--- config.mk ---
export PLATFORM = sky130hd
export DESIGN_NAME = dual_supply_supervisor
export DESIGN_NICKNAME = d
export VERILOG_FILES = /design/src/rtl/fsup_pkg.sv /design/src/rtl/fsup_tick_timer.sv /design/src/rtl/fsup_fault_reg.sv /design/src/rtl/dual_supply_supervisor.sv
export SDC_FILE = /design/constraint.sdc
export NUM_CORES = 1
export LEC_CHECK = 0
export BUFFER_PORTS_ARGS = -buffer_cell sky130_fd_sc_hd__buf_2
export CAP_MARGIN = 20
export CORE_MARGIN = 2
export CORE_UTILIZATION = 40
export DETAILED_ROUTE_END_ITERATION = 8
export PLACE_DENSITY = 0.64
export REMOVE_ABC_BUFFERS = 1
export SLEW_MARGIN = 15
export SYNTH_ARGS = -nofsm -noshare
export SYNTH_HDL_FRONTEND = slang
export SYNTH_SLANG_ARGS = --single-unit
--- constraint.sdc ---
create_clock -name clk -period 4.7 [get_ports clk]
set_input_delay 0.94 -clock clk [delete_from_list [all_inputs] [get_ports clk]]
set_output_delay 0.94 -clock clk [all_outputs]
set_load 0.01 [all_outputs]
--- src/rtl/fsup_pkg.sv ---
package fsup_pkg;
  localparam logic [7:0] FLT_ADDR  = 8'hFF;
  localparam int         FLT_MAIN  = 0;
  localparam int         FLT_AUX   = 1;
  localparam int         FLT_WDOG  = 2;
  localparam int         FLT_BITS  = 3;
  localparam logic [7:0] FLT_MASK  = 8'h07;

  typedef enum logic [1:0] {
    WD_SHORT = 2'd0,
    WD_MID   = 2'd1,
    WD_LONG  = 2'd2,
    WD_OFF   = 2'd3
  } wd_sel_e;
endpackage

--- src/rtl/fsup_tick_timer.sv ---
module fsup_tick_timer #(
  parameter int CNT_W = 11
) (
  input  logic             clk,
  input  logic             rst_n,
  input  logic             clear,
  input  logic             tick,
  input  logic [CNT_W-1:0] limit,
  output logic             done
);
  logic [CNT_W-1:0] cnt_q, cnt_d;
  logic             cnt_en;

  assign done   = (cnt_q >= limit);
  assign cnt_en = clear | (tick & ~done);

  always_comb begin
    cnt_d = cnt_q;
    if (clear)             cnt_d = '0;
    else if (tick && !done) cnt_d = cnt_q + 1'b1;
  end

  always_ff @(posedge clk or negedge rst_n) begin
    if (!rst_n)      cnt_q <= '0;
    else if (cnt_en) cnt_q <= cnt_d;
  end
endmodule

--- src/rtl/fsup_fault_reg.sv ---
module fsup_fault_reg
  import fsup_pkg::*;
(
  input  logic                clk,
  input  logic                rst_n,
  input  logic [7:0]          addr,
  input  logic                wr,
  input  logic                rd,
  input  logic [7:0]          wdata,
  input  logic [FLT_BITS-1:0] evt,
  output logic [7:0]          rdata,
  output logic                rvalid
);
  logic [FLT_BITS-1:0] flt_q, flt_d;
  logic [7:0]          rdata_d;
  logic                wr_hit;

  assign wr_hit = wr & (addr == FLT_ADDR);

  always_comb begin
    flt_d = flt_q;
    if (wr_hit) flt_d = wdata[FLT_BITS-1:0];
    flt_d = flt_d & ~evt;
  end

  always_comb begin
    rdata_d = 8'h00;
    if (addr == FLT_ADDR) rdata_d = {{(8-FLT_BITS){1'b0}}, flt_q};
  end

  always_ff @(posedge clk or negedge rst_n) begin
    if (!rst_n) flt_q <= '0;
    else        flt_q <= flt_d;
  end

  always_ff @(posedge clk or negedge rst_n) begin
    if (!rst_n) begin
      rdata  <= 8'h00;
      rvalid <= 1'b0;
    end else begin
      rvalid <= rd;
      if (rd) rdata <= rdata_d;
    end
  end

  p_flag_drop_r7: assert property (@(posedge clk) disable iff (!rst_n)
    (|evt) |=> ((flt_q & $past(evt)) == '0));
  p_only_fall_r8: assert property (@(posedge clk) disable iff (!rst_n)
    !wr_hit |=> ((flt_q & ~$past(flt_q)) == '0));
  p_rsv_zero_r9: assert property (@(posedge clk) disable iff (!rst_n)
    rvalid |-> ((rdata & ~FLT_MASK) == 8'h00));
  p_rvalid_r10: assert property (@(posedge clk) disable iff (!rst_n)
    rd |=> rvalid);
endmodule

--- src/rtl/dual_supply_supervisor.sv ---
module dual_supply_supervisor
  import fsup_pkg::*;
#(
  parameter int CNT_W  = 11,
  parameter int HOLD_0 = 50,
  parameter int HOLD_1 = 200,
  parameter int HOLD_2 = 400,
  parameter int HOLD_3 = 800,
  parameter int WD_0   = 25,
  parameter int WD_1   = 200,
  parameter int WD_2   = 1400
) (
  input  logic       clk,
  input  logic       rst_n,
  input  logic       ms_tick,
  input  logic       main_low,
  input  logic       aux_low,
  input  logic       wd_kick,
  input  logic [1:0] hold_sel,
  input  logic [1:0] wd_sel,
  input  logic [7:0] reg_addr,
  input  logic       reg_wr,
  input  logic       reg_rd,
  input  logic [7:0] reg_wdata,
  output logic [7:0] reg_rdata,
  output logic       reg_rvalid,
  output logic       sup_rst,
  output logic       wdog_out
);
  localparam logic [CNT_W-1:0] LIM_MAX = '1;

  logic [CNT_W-1:0]    hold_lim, wd_lim;
  logic                hold_done, wd_done, wd_en, wd_clr;
  logic [FLT_BITS-1:0] flt_evt;

  always_comb begin
    case (hold_sel)
      2'd0:    hold_lim = CNT_W'(HOLD_0);
      2'd1:    hold_lim = CNT_W'(HOLD_1);
      2'd2:    hold_lim = CNT_W'(HOLD_2);
      default: hold_lim = CNT_W'(HOLD_3);
    endcase
  end

  always_comb begin
    case (wd_sel_e'(wd_sel))
      WD_SHORT: wd_lim = CNT_W'(WD_0);
      WD_MID:   wd_lim = CNT_W'(WD_1);
      WD_LONG:  wd_lim = CNT_W'(WD_2);
      default:  wd_lim = LIM_MAX;
    endcase
  end

  fsup_tick_timer #(.CNT_W(CNT_W)) u_hold (
    .clk(clk), .rst_n(rst_n), .clear(main_low), .tick(ms_tick),
    .limit(hold_lim), .done(hold_done)
  );

  assign sup_rst = main_low | ~hold_done;
  assign wd_en   = (wd_sel_e'(wd_sel) != WD_OFF);
  assign wd_clr  = wd_kick | sup_rst | ~wd_en;

  fsup_tick_timer #(.CNT_W(CNT_W)) u_wdog (
    .clk(clk), .rst_n(rst_n), .clear(wd_clr), .tick(ms_tick),
    .limit(wd_lim), .done(wd_done)
  );

  assign wdog_out = wd_done & wd_en;

  always_comb begin
    flt_evt           = '0;
    flt_evt[FLT_MAIN] = main_low;
    flt_evt[FLT_AUX]  = aux_low;
    flt_evt[FLT_WDOG] = wdog_out;
  end

  fsup_fault_reg u_flt (
    .clk(clk), .rst_n(rst_n), .addr(reg_addr), .wr(reg_wr), .rd(reg_rd),
    .wdata(reg_wdata), .evt(flt_evt), .rdata(reg_rdata), .rvalid(reg_rvalid)
  );

  p_release_on_tick_r2: assert property (@(posedge clk) disable iff (!rst_n)
    ($fell(sup_rst) && $stable(hold_sel)) |-> ($past(ms_tick) && !$past(main_low)));
  p_low_holds_rst_r3: assert property (@(posedge clk) disable iff (!rst_n)
    $past(main_low) |-> $past(sup_rst));
  p_kick_clears_r5: assert property (@(posedge clk) disable iff (!rst_n)
    wd_kick |=> !wdog_out);
  p_no_wd_in_rst_r5: assert property (@(posedge clk) disable iff (!rst_n)
    sup_rst |=> !wdog_out);
  p_wd_off_r4: assert property (@(posedge clk) disable iff (!rst_n)
    (wd_sel == 2'd3) |-> !wdog_out);
endmodule

==> results of run 1 <==
per-stage QoR:
step                      cells   util  total power (W)  worst slack [ns]  area (um^2)
after floorplan             235      -         0.000291              1.04         2080
after global placement      335  0.452         0.000317             0.861         2320
after detailed placement    335  0.452         0.000318             0.821         2320
after CTS                   343  0.475         0.000589             0.813         2440
after global routing        343  0.475         0.000615             0.673         2440
final                       343  0.475         0.000586             0.830         2440
cell families after synthesis:
kind of cell               count (synthesis)  synth area share
adders and majority gates                 28             0.164
muxes                                      8            0.0399
and+or+nand+nor                           90             0.230
DFF                                       29             0.341
buffers and inverters                     32            0.0658
other                                      1           0.00176
AOI/OAI and AO/OA                         55             0.157
cell usage after synthesis (2+ instances only):
| library cell | instances | area [um^2] |
|---|---|---|
| o31ai_1 | 5 | 37.5 |
| o21ai_0 | 14 | 70.1 |
| buf_4 | 5 | 37.5 |
| nor4_1 | 2 | 12.5 |
| nor3_1 | 2 | 10.0 |
| a21o_1 | 3 | 22.5 |
| or3_1 | 4 | 25.0 |
| nand4b_1 | 2 | 17.5 |
| nor2_1 | 17 | 63.8 |
| nand2_1 | 13 | 48.8 |
| mux2_2 | 4 | 45.0 |
| nand3_1 | 17 | 85.1 |
| or2_2 | 2 | 12.5 |
| nor2b_1 | 3 | 18.8 |
| ha_1 | 28 | 350 |
| a21oi_1 | 22 | 110 |
| or4_1 | 7 | 52.6 |
| mux2i_1 | 4 | 40.0 |
| dfrtp_1 | 29 | 726 |
| and2_1 | 3 | 18.8 |
| o41ai_1 | 4 | 35.0 |
| clkbuf_1 | 6 | 22.5 |
| and3_1 | 2 | 12.5 |
| nand4_1 | 9 | 56.3 |
| inv_1 | 20 | 75.1 |
worst max-delay path, stage by stage:
cell      delay, ns
buf_2          0.11
ha_1           0.24
nor2_1         0.23
ha_1           0.31
and3_1         0.21
a221oi_1       0.50
a21oi_1        0.19
buf_2          0.19
flip-flops by register name, indices dropped and copies added, names as in the netlist:
register      cells
u_hold.cnt_q     11
u_wdog.cnt_q     11
u_flt.flt_q       3
u_flt.rdata       3
u_flt.rvalid      1
power by group through the flow:
stage	clock (W)	sequential [W]	combinational, W
3_3_place_gp	0	0.000260	0.0000574
4_1_cts	0.000275	0.000255	0.0000593
6_report	0.000273	0.000255	0.0000580
3_5_place_dp	0	0.000259	0.0000589
5_1_grt	0.000292	0.000255	0.0000682
2_1_floorplan	0	0.000259	0.0000321
cell usage in the layout, fill, tap and decap left out, drive strengths merged, types with 2 or more instances in the layout:
cell / instances
buf: 30
clkbuf: 7
and2: 4
nand2: 13
nor4: 2
or2: 2
dfrtp: 29
and3: 2
or3: 4
o21ai: 14
or4: 7
mux2: 4
o31ai: 5
nand3: 17
mux2i: 4
nor3: 2
nor2b: 3
nand4b: 2
a21o: 3
nor2: 17
o41ai: 4
conb: 5
ha: 28
a21oi: 22
inv: 20
nand4: 9
routing by layer:
metal / global-route usage / vias up / part of all wire
met4: 0.0536 / 0 / 0.013
li1: - / 944 / -
met2: 0.267 / 50 / 0.45
met1: 0.219 / 853 / 0.48
met3: 0.0412 / 4 / 0.052
met5: 0 / - / 0
worst max path at each step:
stage,from,end,depth (start not counted)
floorplan,hold_sel[0],sup_rst,7
global placement,wd_sel[0],wdog_out,8
detailed placement,wd_sel[0],wdog_out,8
CTS,wd_sel[0],wdog_out,8
global route,wd_sel[0],wdog_out,8
finish,wd_sel[0],wdog_out,8
layout make-up:
class	instances	share of cell area
clock inverter	1	0.0123
sequential	29	0.297
multi-input combinational	186	0.525
timing repair buffer	30	0.0636
inverter	20	0.0308
tap	70	0.0359
clock buffer	7	0.0354
==> flow_metrics.tcl, run 1 <==
set metrics [dict create \
    ctsHoldBuffers 0 \
    multi_input_area_um2 1280 \
    cts_tree "done" \
    min_period_ns 3.87 \
    drc 0 \
    postSynthCellCount 243 \
    min_path_type "register to register" \
    die_h_um 77.0 \
    worstPathMaxFanout 4 \
    synthDistinctLibCells 41 \
    cts_root_buf "clkbuf_8" \
    antenna_left 0 \
    clock_path_buffers 2 \
    critPathCaptureType "primary output" \
    nets 328 \
    finClkSkew_ns 0.00184 \
    grt_overflow 0 \
    tightest_slew_ns 0.641 \
    whs_ns 0.505 \
    rows 26 \
    cts_made_buffers 5 \
    cp.required_ns 3.76 \
    antenna_found_initial 0 \
    grt_start_max_net_pins 30 \
    rsz0062_at_grt "false" \
    drt_iter0_drc 113 \
    maxSlewHeadroom 0.573 \
    reg2regPathDepth 6 \
    clk-insertion-delay-late_ns 0.28 \
    slew_viol_final 0 \
    powerDensity_nw_per_um2 240 \
    gp_congestion 0.797 \
    vias 1851 \
    worstReg2RegEnd "u_wdog.cnt_q[4]$_DFFE_PN0P_" \
    grt_pass1_vias 1695 \
    r2r_slack_ns 2.24 \
    synth_area_um2 2130 \
    die-area_um2 5930 \
    finalHoldViolations 0 \
    arrival_ns 2.93 \
    p_switching_w 0.000138 \
    cts_htree_levels 2 \
    seqCellArea_um2 726 \
    synth-edff-count 0 \
    postCtsSetupRepairBufs 0 \
    fmax_mhz 258 \
    wl_um 4550 \
    setup_tns_ns 0 \
    area_growth_pct 14.5 \
    p_leak_nw 1.13 \
    num-fill-cells 493 \
    ys_async_sr_fraction 1.00 \
    port_buffers 28 \
    top_level_ports 39 \
    peakVddDrop_uv 102 \
    p_int_w 0.000448 \
    initial_core_util 0.415 \
    synth-seq-area-share 0.341 \
    clk_pin_slew_ns 0.07 \
    dp_hpwl_um 3430 \
    crit_path_start_kind "primary input" \
    setup_viol 0 \
    r2r_start "u_wdog.cnt_q[9]$_DFFE_PN0P_" \
    num_antenna_cells 0 \
    p_seq_frac 0.435 \
    avgRoutedWirePerCell_um 13.3 \
    ys_ff_latch 29 \
    track_usage 0.166 \
    power.share.clock 0.466 \
    outcome "completed" \
    pwr-share-comb 0.099 \
    hold_path_depth 2 \
    swShare 0.236 \
    post-route-period-util 0.823 \
    vias_per_cell 5.40 \
    critical_path_class "primary input to primary output" \
    die_w_um 77.0 \
    hold_end "u_flt.rdata[1]$_DFFE_PN0P_" \
    cts-resized-gates 0 \
    avgSynthCellArea_um2 8.77 \
    hp-start "u_flt.flt_q[1]$_DFF_PN0_" \
    synthFlopType "dfrtp_1" \
    first_pass_iters 4 \
    drive_above_1_share 0.165 \
    maxCapViolCount 0 \
    yosysWarnings 0 \
    grt_pass1_wl_um 7980 \
    fp.coreArea_um2 5140 \
    cts_sinks 29 \
]
No activity file was read; power rests on OpenSTA's default activity.
==> run 2: changes to the inputs <==
Clock period 4.7 ns to 3.77 ns, I/O delays scaled along.
==> flow_metrics.tcl, run 2 (synthesis results as in run 1) <==
set metrics [dict create \
    outcome "completed" \
    hold_path_depth 2 \
    place_inst 335 \
    r2r_slack_ns 1.29 \
    drt_iter0_drc 75 \
    grt_start_max_net_pins 30 \
    powerDensity_nw_per_um2 267 \
    top_level_ports 39 \
    fp.coreArea_um2 5140 \
    grt_overflow 0 \
    clock_path_buffers 2 \
    finalNonFillerCells 342 \
    hp-start "u_flt.flt_q[1]$_DFF_PN0_" \
    postCtsSetupRepairBufs 0 \
    die-area_um2 5930 \
    peakVddDrop_uv 142 \
    cts-resized-gates 0 \
    setup_viol 0 \
    dp_hpwl_um 3420 \
    initial_core_util 0.415 \
    num_antenna_cells 0 \
    clk-insertion-delay-late_ns 0.27 \
    num-fill-cells 532 \
    first_pass_iters 4 \
    top_regs "u_hold.cnt_q x11, u_wdog.cnt_q x11" \
    area_growth_pct 13.1 \
    cts_htree_levels 2 \
    critPathCaptureType "primary output" \
    cp.required_ns 3.02 \
    p_leak_nw 1.12 \
    gp_congestion 0.820 \
    multi_input_area_um2 1280 \
    finClkSkew_ns 0.00554 \
    maxSlewHeadroom 0.438 \
    vias_per_cell 5.35 \
    post-route-period-util 0.894 \
    port_buffers 28 \
    vias 1830 \
    min_path_type "register to register" \
    die_w_um 77.0 \
    setup_ws_ns 0.399 \
    critical_path_class "primary input to primary output" \
    cts_sinks 29 \
    r2r_start "u_wdog.cnt_q[9]$_DFFE_PN0P_" \
    cts_made_buffers 5 \
    worstReg2RegEnd "u_wdog.cnt_q[9]$_DFFE_PN0P_" \
    fmax_mhz 297 \
    tightest_slew_ns 0.837 \
    dp_slack_ns 0.397 \
    hold_end "u_flt.rdata[1]$_DFFE_PN0P_" \
    antenna_left 0 \
    worstPathMaxFanout 4 \
    finalHoldViolations 0 \
    arrival_ns 2.62 \
    antenna_found_initial 0 \
    avgRoutedWirePerCell_um 13.2 \
    layout_common_cells "dfrtp_1, ha_1, buf_2" \
    setup_tns_ns 0 \
    min_period_ns 3.37 \
    rsz0062_at_grt "false" \
    slew_viol_final 0 \
    cts_tree "done" \
    clk_pin_slew_ns 0.06 \
    wl_um 4510 \
    crit_path_start_kind "primary input" \
    drc 0 \
    die_h_um 77.0 \
    maxCapViolCount 0 \
    fin_util 0.469 \
    reg2regPathDepth 6 \
    drive_above_1_share 0.162 \
    cts_root_buf "clkbuf_8" \
    nets 328 \
    layout_commonest_cell "dfrtp_1" \
    rows 26 \
    grt_pass1_wl_um 7870 \
    seqCellArea_um2 726 \
    grt_pass1_vias 1714 \
    ctsHoldBuffers 0 \
    track_usage 0.163 \
]
==> run 2: changes by cell type in the layout (fill, tap and decap cells not counted) <==
cell       before  now
o21ai_1         0    1
bufinv_16       1    0
o21ai_0        14   13
==> run 2: worst max-delay path, stage by stage <==
cell      delay [ns]
buf_2           0.11
ha_1            0.24
nor2_1          0.23
ha_1            0.31
and3_1          0.22
a221oi_1        0.40
a21oi_1         0.17
buf_2           0.18
==> run 2: worst max path at each step <==
stage | slack (ns) | cells after the start | startpoint | to
6_report | 0.40 | 8 | wd_sel[0] | wdog_out
5_1_grt | 0.26 | 8 | wd_sel[0] | wdog_out
4_1_cts | 0.39 | 8 | wd_sel[0] | wdog_out
3_5_place_dp | 0.40 | 8 | wd_sel[0] | wdog_out
3_3_place_gp | 0.39 | 8 | wd_sel[0] | wdog_out
2_1_floorplan | 0.48 | 7 | hold_sel[0] | sup_rst
==> run 2: cell type report <==
class / instances / share of cell area
clock buffer: 7 / 0.0358
multi-input combinational: 186 / 0.531
timing repair buffer: 30 / 0.0644
sequential: 29 / 0.301
tap: 70 / 0.0363
inverter: 20 / 0.0312
==> run 2: layer usage <==
layer | share of wire | up-vias | routed length [um] | GRT usage
met1 | 0.48 | 837 | 2170 | 0.221
met5 | 0 | - | 0 | 0
li1 | - | 937 | - | -
met4 | 0.0060 | 0 | 27 | 0.0429
met3 | 0.065 | 2 | 293 | 0.0424
met2 | 0.45 | 54 | 2020 | 0.261
==> run 2: report_power, final <==
group	leakage (nW)	switching (W)	internal, W
logic	0.669	0.0000445	0.0000282
clock network	0.0443	0.000109	0.000144
registers	0.401	0.00000345	0.000315
total	1.12	0.000157	0.000487
==> run 2: metrics by stage <==
stage	area (um^2)	hold WS, ns	power (W)
after floorplan	2080	0.458	0.000363
after global placement	2320	0.483	0.000395
after detailed placement	2320	0.486	0.000397
after CTS	2410	0.504	0.000654
after global routing	2410	0.536	0.000683
final	2410	0.500	0.000644
==> run 3: changes to the inputs <==
Settings changed: MAX_ROUTING_LAYER set to met4.
==> flow_metrics.tcl, run 3 (synthesis results as in run 1) <==
set metrics [dict create \
    area_growth_pct 13.1 \
    dp_hpwl_um 3420 \
    slowest_delay_ns 0.40 \
    maxCapViolCount 0 \
    num-fill-cells 532 \
    antenna_found_initial 0 \
    finClkSkew_ns 0.00684 \
    whs_ns 0.497 \
    slew_viol_final 0 \
    port_buffers 28 \
    finalHoldViolations 0 \
    die-area_um2 5930 \
    drt_iter0_drc 75 \
    drc 0 \
    die_w_um 77.0 \
    cts_made_buffers 5 \
    cp.required_ns 3.02 \
    num_antenna_cells 0 \
    die_h_um 77.0 \
    p_int_w 0.000487 \
    cts_root_buf "clkbuf_8" \
    grt_pass1_wl_um 7880 \
    first_pass_iters 4 \
    p_seq_frac 0.492 \
    arrival_ns 2.60 \
    multi_input_area_um2 1280 \
    ctsHoldBuffers 0 \
    clk_pin_slew_ns 0.06 \
    vias 1852 \
    grt_overflow 0 \
    cts_tree "done" \
    rsz0062_at_grt "false" \
    outcome "completed" \
    gp_congestion 0.832 \
    crit_path_start_kind "primary input" \
    drive_above_1_share 0.162 \
    r2r_slack_ns 1.27 \
    worstPathMaxFanout 4 \
    fmax_mhz 298 \
    nets 328 \
    seqCellArea_um2 726 \
    postCtsSetupRepairBufs 0 \
    p_leak_nw 1.12 \
    power.share.clock 0.396 \
    pwr-share-comb 0.112 \
    top_level_ports 39 \
    top_regs "u_hold.cnt_q x11, u_wdog.cnt_q x11" \
    fp.coreArea_um2 5140 \
    grt_start_max_net_pins 30 \
    p_total_w 0.000647 \
    p_switching_w 0.000159 \
    setup_tns_ns 0 \
    min_path_type "primary input to asynchronous set/reset pin" \
    rows 26 \
    layout_commonest_cell "dfrtp_1" \
    path_delay_family "compound AO/OA/AOI/OAI gates" \
    min_period_ns 3.36 \
    clk-insertion-delay-late_ns 0.28 \
    cts_htree_levels 2 \
    swShare 0.247 \
    post-route-period-util 0.891 \
    layout_common_cells "dfrtp_1, ha_1, buf_2" \
    avgRoutedWirePerCell_um 13.3 \
    track_usage 0.168 \
    crit_chain "buf_2 -> ha_1 -> nor2_1 -> ha_1 -> and3_1 -> a221oi_1 -> a21oi_1 -> buf_2" \
    powerDensity_nw_per_um2 268 \
    grt_pass1_vias 1711 \
    setup_viol 0 \
    antenna_left 0 \
    peakVddDrop_uv 145 \
    cts_sinks 29 \
    cp_slowest_cell "a221oi_1" \
    cts-resized-gates 0 \
    critPathCaptureType "primary output" \
    wl_um 4550 \
    critical_path_class "primary input to primary output" \
    tightest_slew_ns 0.812 \
    path_buf_inv 2 \
    maxSlewHeadroom 0.455 \
    vias_per_cell 5.42 \
    clock_path_buffers 2 \
    initial_core_util 0.415 \
]
run 3: per-layer routing:
metal / track usage / vias to the layer above / wire length, um
met1: 0.221 / 873 / 2280
met3: 0.0388 / 2 / 201
met2: 0.261 / 36 / 2050
met4: 0.0429 / 0 / 27
li1: - / 941 / -
met5: - / - / 0
run 3: path summary, 6_finish.rpt:
path,cells past startpoint,from,endpoint
hold / removal,1,rst_n,u_wdog.cnt_q[8]$_DFFE_PN0P_
setup / recovery,8,wd_sel[0],wdog_out
hold reg to reg,2,u_flt.flt_q[2]$_DFF_PN0_,u_flt.rdata[2]$_DFFE_PN0P_
max in group asynchronous,1,rst_n,u_wdog.cnt_q[3]$_DFFE_PN0P_
min in group clk,2,u_flt.flt_q[2]$_DFF_PN0_,u_flt.rdata[2]$_DFFE_PN0P_
setup reg to reg,6,u_wdog.cnt_q[9]$_DFFE_PN0P_,u_wdog.cnt_q[9]$_DFFE_PN0P_
run 3: power groups by stage:
| stage | combinational [W] | clock (W) | sequential, W |
|---|---|---|---|
| floorplan | 0.0000401 | 0 | 0.000323 |
| global placement | 0.0000719 | 0 | 0.000324 |
| detailed placement | 0.0000736 | 0 | 0.000324 |
| CTS | 0.0000738 | 0.000262 | 0.000318 |
| global route | 0.0000857 | 0.000278 | 0.000318 |
| finish | 0.0000727 | 0.000256 | 0.000318 |
run 3: metrics by stage:
stage	cell area, um^2	setup WS [ns]	utilization	cells
floorplan	2080	0.478	-	235
global placement	2320	0.394	0.452	335
detailed placement	2320	0.397	0.452	335
CTS	2410	0.394	0.469	342
global route	2410	0.260	0.469	342
finish	2410	0.413	0.469	342
run 3: cell type report:
cell class / instances / area share
well taps: 70 / 0.0363
flip-flops and latches: 29 / 0.301
repair buffers: 30 / 0.0644
clock buffers: 7 / 0.0358
inverters: 20 / 0.0312
multi-input cells: 186 / 0.531
run 3: worst register-to-register path, delay by kind of cell (launching register included):
family | cells | cell delay (ns)
flip-flops | 1 | 0.42
AO/OA/AOI/OAI | 3 | 0.77
AND/OR/NAND/NOR | 2 | 0.88
adder cells (fa/ha/maj) | 1 | 0.34
